==> src/rtl/wrg_pkg.sv <==
package wrg_pkg;

    typedef enum logic [2:0] {
        CMD_NOP   = 3'b000,
        CMD_READ  = 3'b001,
        CMD_WRITE = 3'b010,
        CMD_PRE   = 3'b011,
        CMD_ACT   = 3'b100,
        CMD_REF   = 3'b101,
        CMD_MRS   = 3'b110,
        CMD_ZQ    = 3'b111
    } cmd_e;

    localparam logic [1:0] MODE_CHOP4 = 2'b10;

    typedef struct packed {
        logic wr;
        logic rd;
        logic pre;
    } cmd_kind_t;

    // Clocks from the first data beat to the edge after the last beat.
    function automatic logic [2:0] tail_clks(input logic [1:0] mode);
        return (mode == MODE_CHOP4) ? 3'd2 : 3'd4;
    endfunction

endpackage

==> src/rtl/wrg_decode.sv <==
module wrg_decode
    import wrg_pkg::*;
#(
    parameter int BANKS  = 8,
    parameter int BANK_W = 3,
    parameter int LAT_W  = 4,
    parameter int CNT_W  = 5,
    parameter int REM_W  = 6
) (
    input  logic              cmd_valid,
    input  logic [2:0]        cmd_code,
    input  logic [BANK_W-1:0] cmd_bank,
    input  logic [LAT_W-1:0]  cfg_wl,
    input  logic [1:0]        cfg_burst_mode,
    input  logic [CNT_W-1:0]  cfg_twtr,
    input  logic [CNT_W-1:0]  cfg_twr,
    output cmd_kind_t         kind,
    output logic [BANKS-1:0]  bank_sel,
    output logic [REM_W-1:0]  rd_load,
    output logic [REM_W-1:0]  pre_load
);
    cmd_e             code;
    logic [REM_W-1:0] land;

    always_comb begin
        code     = cmd_e'(cmd_code);
        kind.wr  = cmd_valid && (code == CMD_WRITE);
        kind.rd  = cmd_valid && (code == CMD_READ);
        kind.pre = cmd_valid && (code == CMD_PRE);
    end

    generate
        for (genvar b = 0; b < BANKS; b++) begin : g_sel
            assign bank_sel[b] = (cmd_bank == BANK_W'(b));
        end
    endgenerate

    assign land     = REM_W'(cfg_wl) + REM_W'(tail_clks(cfg_burst_mode));
    assign rd_load  = land + REM_W'(cfg_twtr);
    assign pre_load = land + REM_W'(cfg_twr);

endmodule

==> src/rtl/wrg_countdown.sv <==
module wrg_countdown #(
    parameter int W = 6
) (
    input  logic         clk,
    input  logic         rst,
    input  logic         ld_en,
    input  logic [W-1:0] ld_val,
    output logic         done
);
    logic [W-1:0] rem;
    logic [W-1:0] dec;

    assign dec  = (rem == '0) ? '0 : rem - W'(1);
    assign done = (rem == '0);

    always_ff @(posedge clk) begin
        if (rst) begin
            rem <= '0;
        end else if (ld_en && (ld_val > dec)) begin
            rem <= ld_val;
        end else begin
            rem <= dec;
        end
    end

    // a load of a non-zero gap blocks the permission next cycle
    p_load_blocks_r5: assert property (@(posedge clk) disable iff (rst)
        (ld_en && ld_val != '0) |=> !done);

    // an expired gap stays expired unless loaded
    p_idle_stays_r6: assert property (@(posedge clk) disable iff (rst)
        (done && !ld_en) |=> done);

endmodule

==> src/rtl/wr_recovery_guard.sv <==
module wr_recovery_guard
    import wrg_pkg::*;
#(
    parameter int BANKS = 8,
    parameter int LAT_W = 4,
    parameter int CNT_W = 5,
    localparam int BANK_W = (BANKS > 1) ? $clog2(BANKS) : 1,
    localparam int MAX_LD = (2 ** LAT_W - 1) + 4 + (2 ** CNT_W - 1),
    localparam int REM_W  = $clog2(MAX_LD + 1)
) (
    input  logic              clk,
    input  logic              rst,
    input  logic              cmd_valid,
    input  logic [2:0]        cmd_code,
    input  logic [BANK_W-1:0] cmd_bank,
    input  logic [LAT_W-1:0]  cfg_wl,
    input  logic [1:0]        cfg_burst_mode,
    input  logic [CNT_W-1:0]  cfg_twtr,
    input  logic [CNT_W-1:0]  cfg_twr,
    output logic              rd_ok,
    output logic [BANKS-1:0]  pre_ok,
    output logic              viol
);
    cmd_kind_t        kind;
    logic [BANKS-1:0] bank_sel;
    logic [REM_W-1:0] rd_load;
    logic [REM_W-1:0] pre_load;

    wrg_decode #(
        .BANKS(BANKS), .BANK_W(BANK_W), .LAT_W(LAT_W),
        .CNT_W(CNT_W), .REM_W(REM_W)
    ) u_dec (
        .cmd_valid     (cmd_valid),
        .cmd_code      (cmd_code),
        .cmd_bank      (cmd_bank),
        .cfg_wl        (cfg_wl),
        .cfg_burst_mode(cfg_burst_mode),
        .cfg_twtr      (cfg_twtr),
        .cfg_twr       (cfg_twr),
        .kind          (kind),
        .bank_sel      (bank_sel),
        .rd_load       (rd_load),
        .pre_load      (pre_load)
    );

    wrg_countdown #(.W(REM_W)) u_wtr (
        .clk   (clk),
        .rst   (rst),
        .ld_en (kind.wr),
        .ld_val(rd_load),
        .done  (rd_ok)
    );

    generate
        for (genvar b = 0; b < BANKS; b++) begin : g_bank
            wrg_countdown #(.W(REM_W)) u_wr (
                .clk   (clk),
                .rst   (rst),
                .ld_en (kind.wr && bank_sel[b]),
                .ld_val(pre_load),
                .done  (pre_ok[b])
            );
        end
    endgenerate

    always_ff @(posedge clk) begin
        if (rst) begin
            viol <= 1'b0;
        end else begin
            viol <= (kind.rd && !rd_ok) || (kind.pre && |(bank_sel & ~pre_ok));
        end
    end

    // a WRITE blocks reads next cycle
    p_write_blocks_read_r3: assert property (@(posedge clk) disable iff (rst)
        (cmd_valid && cmd_code == CMD_WRITE) |=> !rd_ok);

    // an early READ is flagged
    p_early_read_flag_r9: assert property (@(posedge clk) disable iff (rst)
        (cmd_valid && cmd_code == CMD_READ && !rd_ok) |=> viol);

    // a violation only follows a READ or PRECHARGE
    p_viol_source_r10: assert property (@(posedge clk) disable iff (rst)
        viol |-> $past(cmd_valid && (cmd_code == CMD_READ || cmd_code == CMD_PRE)));

    // nothing valid, no violation next cycle
    p_idle_quiet_r11: assert property (@(posedge clk) disable iff (rst)
        !cmd_valid |=> !viol);

endmodule

==> config.mk <==
export PLATFORM = sky130hd
export DESIGN_NAME = wr_recovery_guard
export DESIGN_NICKNAME = d
export VERILOG_FILES = /design/src/rtl/wrg_pkg.sv /design/src/rtl/wrg_decode.sv /design/src/rtl/wrg_countdown.sv /design/src/rtl/wr_recovery_guard.sv
export SDC_FILE = /design/constraint.sdc
export NUM_CORES = 1
export LEC_CHECK = 0
export ABC_CLOCK_PERIOD_IN_PS = 4000
export BUFFER_PORTS_ARGS = -buffer_cell sky130_fd_sc_hd__buf_2
export CORE_MARGIN = 3
export CORE_UTILIZATION = 40
export CTS_CLUSTER_DIAMETER = 80
export DETAILED_ROUTE_END_ITERATION = 8
export SYNTH_ARGS = -nofsm -noshare
export SYNTH_HDL_FRONTEND = slang
export SYNTH_SLANG_ARGS = --single-unit
export TNS_END_PERCENT = 10
==> constraint.sdc <==
create_clock -name clk -period 4 [get_ports clk]
set_input_delay 0.4 -clock clk [delete_from_list [all_inputs] [get_ports clk]]
set_output_delay 0.4 -clock clk [all_outputs]
set_load 0.02 [all_outputs]
# Yosys cells after proc, flatten, opt, wreduce, memory -nomap -nowiden
# Index checks and enable logic that the tools add are counted.
# op_classes
magnitude_cmp	9
add_sub_neg	12
n_eq_ne	11
reduce_logical	35
muxes	19
n_bitwise	2
# ops
cell	count
6-bit 2-to-1 mux	18
6-bit greater-than comparator	9
6-bit logical NOT	9
6-bit by 1-bit subtractor with 6-bit output, second input constant	9
1-bit logical AND	22
6-bit by 5-bit adder with 6-bit output	2
3-bit by 2-bit equality test with 1-bit output, second input constant	4
3-bit equality test, second input constant	4
8-bit AND	1
8-bit NOT	1
8-bit OR reduction	1
3-bit by 1-bit equality test with 1-bit output, second input constant	2
4-bit by 3-bit adder with 5-bit output	1
3-bit logical NOT	1
3-bit 2-to-1 mux	1
2-bit equality test, second input constant	1
1-bit logical NOT	1
1-bit logical OR	1
# totals
reg_bits	55
output_inout_bits	10
in_bits	25

# Depth between registers and ports, before layout
# depth
depth_word	7
depth_mapped	18

# Modules after synthesis
# Synthesis repeated with hierarchy kept, for this count alone.
# hier_totals
cells_unflattened	654
area_unflattened_um2	5659.2
# modules_own_cells
module	cells_each	n_inst	seq_area_each_um2	area_each_um2
wrg_countdown	63	9	120.1	554.3
wrg_decode	61	1	0.0	519.2
wr_recovery_guard	26	1	20.0	151.4

# Least setup slack after synthesis
# No wires, ideal clock.
# synth_path
kind	input-to-reg
from	input cfg_burst_mode[0]
to	register g_bank[7].u_wr.rem[2]
arrival_ps	3735
n_path_buf	1
slack_ps	144
cell_stages	16
cell_sequence	nand2b_1 > inv_1 > ha_1 > ha_1 > a21oi_1 > xnor2_1 > ha_1 > xnor2_1 > ha_1 > a21oi_1 > o21ai_0 > maj3_1 > a21oi_1 > a2111o_1 > clkbuf_1 > mux2_2
# synth_between
elab_chain_cells	7
# synth_lines
item	line_no	rtl
from (decl)	wr_recovery_guard.sv:17	input logic [1:0] cfg_burst_mode,
2-bit equality test (*)	wrg_pkg.sv:24	return (mode == MODE_CHOP4) ? 3'd2 : 3'd4;
3-bit 2-to-1 mux (*)	wrg_pkg.sv:24	
4-bit by 3-bit adder with 5-bit output (*)	wrg_decode.sv:38	assign land = REM_W'(cfg_wl) + REM_W'(tail_clks(cfg_burst_mode));
6-bit by 5-bit adder with 6-bit output (*)	wrg_decode.sv:40	assign pre_load = land + REM_W'(cfg_twr);
6-bit greater-than comparator	wrg_countdown.sv:19	end else if (ld_en && (ld_val > dec)) begin
1-bit logical AND	wrg_countdown.sv:19	
6-bit 2-to-1 mux (*)	wrg_countdown.sv:19	
to (signal assigned)	wrg_countdown.sv:20	rem <= ld_val;
to (decl)	wrg_countdown.sv:10	logic [W-1:0] rem;
# Every way passes the cells marked *; elsewhere a longest branch is shown, timed or not.
# A chain may end at the register's enable or synchronous reset.

# Worst setup path after layout
# layout_path
from	input cfg_burst_mode[0]
to	register g_bank[2].u_wr.rem[4]
# layout_between
elab_chain_cells	7
# layout_lines
item	line_no
2-bit equality test (*)	wrg_pkg.sv:24
3-bit 2-to-1 mux (*)	wrg_pkg.sv:24
4-bit by 3-bit adder with 5-bit output (*)	wrg_decode.sv:38
6-bit by 5-bit adder with 6-bit output (*)	wrg_decode.sv:40
6-bit greater-than comparator	wrg_countdown.sv:19
1-bit logical AND	wrg_countdown.sv:19
6-bit 2-to-1 mux (*)	wrg_countdown.sv:19
to (signal assigned)	wrg_countdown.sv:20
to (decl)	wrg_countdown.sv:10
# Marks and branches as above.

==> results summary <==
The met3 track utilization from global routing is 0.0199. The area of the core is 12300 µm². For the pin with the worst max-slew slack, the measured transition is 0.929 ns. The Yosys step of the flow raised 0 warnings. The clock passes through at most 2 buffers. The unique cell type count in the Yosys netlist came out at 51. In this run the tool buffered the top-level ports with 34 buffer cells. The final-layout fill cell count came out at ~1200.

The largest single stage delay on the critical path is 0.38 ns. The area added between synthesis and finish came out at 12.8%. For met2 alone, demand over resource in global routing was 0.313. The max-capacitance violation count is 0.

The number of standard-cell rows in the floorplan came out at 40. For this design, the slowest cell found on the critical path is sky130_fd_sc_hd__mux2_2. The final setup skew came out at 0.00630 ns. The area taken by flip-flops and latches is between 1000 and 1500 µm². The die is 119 µm wide. The highest-utilization routing layer at the global route stage is met2. The area fraction in compound gates after synthesis is 0.0997. The count of mapped cells out of synthesis came out at 610.

The number of hold buffers added after cts is 0. In the final layout, the share of cells above drive strength 1 is 0.185. The final-report hold violation count is 0. For the worst setup path, the data arrival time is 3.96 ns. The die span in y is 119 µm. The post-synthesis simple-gate area fraction is 0.225. The number of remaining DRC errors is 0. The final hold slack came out at 0.383 ns.

The remaining antenna violation count came out at 0. Dividing the final minimum period by the clock period gives 0.943. The class of the most critical hold timing path is input pin to flip-flop. The worst slack at placement is -0.0453 ns. The number of global-route vias before repair came to roughly 4100.

Setup repair after global routing left no endpoint under its margin. In this run, synthesis inferred 0 flip-flops with an integrated enable. The most used flip-flop cell after synthesis is sky130_fd_sc_hd__dfxtp_1. Together, buffers and inverters on the worst path number 3.

The aggregate routed wire length came out at 12500 µm. The most numerous cell type found on the critical path is sky130_fd_sc_hd__ha_1. The worst-case setup margin in the final layout is 0.228 ns.

CTS built an H-tree with a depth of 2. The multiplexer share of the synthesized area is 0.124. The post-synthesis share of cell area spent on full adders, half adders and majority gates is 0.211. The total vias in the final route came out at approximately 4300. The share of flip-flops with an asynchronous set or reset came out at 0.

At the end of routability-driven placement, the weighted congestion stood at 0.856. The flow ran to the end, and the final reports show no timing, DRC or antenna violations. The first-pass GRT wire length came out at 20400 µm. The number of top-level design ports is 35. The clock period minus final worst setup slack is 3.77 ns. Detailed placement finished with a half-perimeter wire length of 9620 µm. The detailed-router iteration count before antenna repair came out at 4. The worst setup path is launched from an input pin. The critical path data required time came out at 4.19 ns. Dividing the detail-routed via count by the number of cells gives 5.20.

The number of pins exceeding their max-slew limit in the final report came out at 0. The CTS sink count is 55. The largest voltage drop on the vdd net came out at 477 µV. The signal on the critical path passes through buf_2 > nand2b_1 > inv_1 > ha_1 > ha_1 > ha_1 > a21oi_1 > nor2b_1 > o21ai_0 > nand2b_1 > buf_4 > ha_1 > nand3_1 > o21ai_0 > maj3_1 > a21oi_1 > nand4b_1 > mux2_2.

The total standard cell area after synthesis is 5130 µm². The timing-limited maximum frequency came out at 265 MHz. The met1 layer usage reported by global route is 0.231. The multi-input combinational cell area came out at 3700 µm².

Setup violations remaining at the end of the flow were counted as 0. The kind of cell with the highest combined delay along the critical path is adder cells. The repair_antennas step left the layout with diodes totalling 0. The reported leakage power is about 2.7 nW. The largest fanout on the critical path came out at 8.

Dividing the detail-routed wire length by the instance count gives 15.2 µm. The tree is rooted in a sky130_fd_sc_hd__clkbuf_16. The worst pin sits at a relative slew slack of 0.374. The worst setup path is captured at a flip-flop. The post-synthesis share of cell area spent on xor and xnor gates came out at 0.0600. The starting utilization of the core area came out at 0.419. The largest family of logic cells by synthesized area is simple AND/OR/NAND/NOR gates. The share of the Yosys chip area taken by registers is 0.215. The die covers 14200 µm². In this run, synthesis produced a sequential element count of 55. The clock buffer count from CTS came out at 5. The power per cell area is approximately 940 nW/µm².

Entering global routing, the biggest net connects 46 pins. The total routing usage reported by global routing is 0.177. In this run the mean area of a mapped cell was 8.41 µm². The clock insertion delay at the later pin of the skew report came out at roughly 0.30 ns. The clock transition at the registers of the reported paths is 0.08 ns.

The number of nets in the synthesized netlist came out at 714. The clock tree from TritonCTS is done. In the final timing run, aggregate negative setup slack is 0 ns. For this run the aggregate overflow at the end of global routing stands at 0. The initial antenna violation count is 0. After the last flow step, the layout net total stands at 756. The critical path is of the input pin to flip-flop type. The initial DRC count came out at 179.
==> worst register-to-register path, stage by stage, from the launching register on <==
cell and delay, ns:
sky130_fd_sc_hd__dfxtp_1 0.36, sky130_fd_sc_hd__inv_1 0.07, sky130_fd_sc_hd__ha_1 0.20, sky130_fd_sc_hd__nand2b_1 0.10, sky130_fd_sc_hd__nor4_1 0.06, sky130_fd_sc_hd__buf_4 0.16, sky130_fd_sc_hd__or2_2 0.29, sky130_fd_sc_hd__ha_1 0.29
sky130_fd_sc_hd__nor2b_1 0.14, sky130_fd_sc_hd__o21a_1 0.16, sky130_fd_sc_hd__o21a_1 0.17, sky130_fd_sc_hd__o41ai_2 0.74, sky130_fd_sc_hd__mux2_2 0.42, sky130_fd_sc_hd__nor2_1 0.08
==> routing by layer <==
layer	wire length, µm	share of wire
met5	0	0
met4	138	0.011
met3	306	0.024
met2	6040	0.48
met1	6040	0.48
==> sequential cells by signal (all words and copies together), names as in the netlist <==
| signal | flops |
|---|---|
| g_bank.u_wr.rem | 48 |
| u_wtr.rem | 6 |
| viol | 1 |
==> through the flow <==
step	instance area [µm²]	total power [mW]	instances	util
3_5_place_dp	5620	4.93	813	0.458
5_1_grt	5790	6.05	821	0.472
6_report	5790	5.45	821	0.472
2_1_floorplan	5130	4.03	610	-
4_1_cts	5780	5.46	821	0.472
3_3_place_gp	5620	4.80	813	0.458
==> cell usage after synthesis, types with 3 or more instances <==
cell type | count | area share
sky130_fd_sc_hd__buf_2 | 3 | 0.0029
sky130_fd_sc_hd__nor2b_1 | 7 | 0.0085
sky130_fd_sc_hd__mux2_2 | 21 | 0.046
sky130_fd_sc_hd__or3_1 | 9 | 0.011
sky130_fd_sc_hd__nand2b_1 | 21 | 0.026
sky130_fd_sc_hd__nand2_1 | 42 | 0.031
sky130_fd_sc_hd__nor4_1 | 6 | 0.0073
sky130_fd_sc_hd__dfxtp_1 | 55 | 0.21
sky130_fd_sc_hd__nor3b_1 | 9 | 0.013
sky130_fd_sc_hd__inv_1 | 51 | 0.037
sky130_fd_sc_hd__o21a_1 | 9 | 0.013
sky130_fd_sc_hd__and2_1 | 5 | 0.0061
sky130_fd_sc_hd__nor2_1 | 64 | 0.047
sky130_fd_sc_hd__o21ai_0 | 13 | 0.013
sky130_fd_sc_hd__ha_1 | 77 | 0.19
sky130_fd_sc_hd__mux2_4 | 12 | 0.035
sky130_fd_sc_hd__nand3_1 | 14 | 0.014
sky130_fd_sc_hd__a21oi_1 | 36 | 0.035
sky130_fd_sc_hd__maj3_1 | 8 | 0.016
sky130_fd_sc_hd__xnor2_1 | 15 | 0.026
sky130_fd_sc_hd__xor2_1 | 17 | 0.029
sky130_fd_sc_hd__clkbuf_1 | 12 | 0.0088
sky130_fd_sc_hd__or4_1 | 4 | 0.0059
sky130_fd_sc_hd__or2_2 | 12 | 0.015
sky130_fd_sc_hd__a21o_1 | 3 | 0.0044
sky130_fd_sc_hd__nor3_1 | 23 | 0.022
sky130_fd_sc_hd__mux2i_1 | 22 | 0.043
sky130_fd_sc_hd__nor4b_1 | 3 | 0.0051
sky130_fd_sc_hd__buf_4 | 8 | 0.012
==> path summary, 6_finish.rpt <==
| check | from | to | cells past startpoint | slack (ns) |
|---|---|---|---|---|
| worst max-delay path | cfg_burst_mode[0] | g_bank[2].u_wr.rem[4]$_SDFF_PP0_ | 18 | 0.23 |
| worst max register to register | u_wtr.rem[0]$_SDFF_PP0_ | u_wtr.rem[1]$_SDFF_PP0_ | 13 | 0.71 |
| worst min register to register | g_bank[0].u_wr.rem[0]$_SDFF_PP0_ | g_bank[0].u_wr.rem[0]$_SDFF_PP0_ | 3 | 0.59 |
| worst min-delay path | cmd_code[1] | viol$_SDFF_PP0_ | 2 | 0.38 |
==> layout by cell type, fill, tap and decap left out, drive strengths merged, types with 4 or more instances in the layout <==
cell type / synthesis / final
a21oi: 38 / 38
and2: 5 / 5
buf: 13 / 60
clkbuf: 12 / 5
dfxtp: 55 / 55
ha: 77 / 77
inv: 51 / 51
maj3: 8 / 8
mux2: 33 / 33
mux2i: 22 / 22
nand2: 42 / 42
nand2b: 22 / 22
nand3: 14 / 14
nor2: 64 / 64
nor2b: 7 / 7
nor3: 23 / 23
nor3b: 9 / 9
nor4: 6 / 6
o21a: 9 / 9
o21ai: 13 / 13
or2: 12 / 12
or3: 9 / 9
or4: 4 / 4
xnor2: 15 / 15
xor2: 18 / 18
==> cells by family after synthesis <==
logic type                 count (synthesis)
DFF                                       55
buffers and inverters                     76
AOI/OAI and AO/OA                         76
adders and majority gates                 87
and+or+nand+nor                          228
xor gates and xnor gates                  33
muxes                                     55
==> power by group <==
part           switching, mW  internal [mW]  total [mW]
clock network          0.209          0.296       0.505
logic                   2.16           1.81        3.98
registers              0.183          0.783       0.966
total                   2.56           2.89        5.45
==> layout make-up <==
cell class / count / share of cell area
Timing Repair Buffer: 60 / 0.0718
Clock inverter: 3 / 0.00757
Multi-Input combinational cell: 479 / 0.639
Inverter: 51 / 0.0331
Tap cell: 168 / 0.0363
Sequential cell: 55 / 0.190
Clock buffer: 5 / 0.0216
==> timing repair <==
action | in CTS | in global routing
setup endpoints to repair | 0 | 1
resized for setup | 0 | 1
setup buffers | 0 | 0
(Power assumes the default switching activity.)
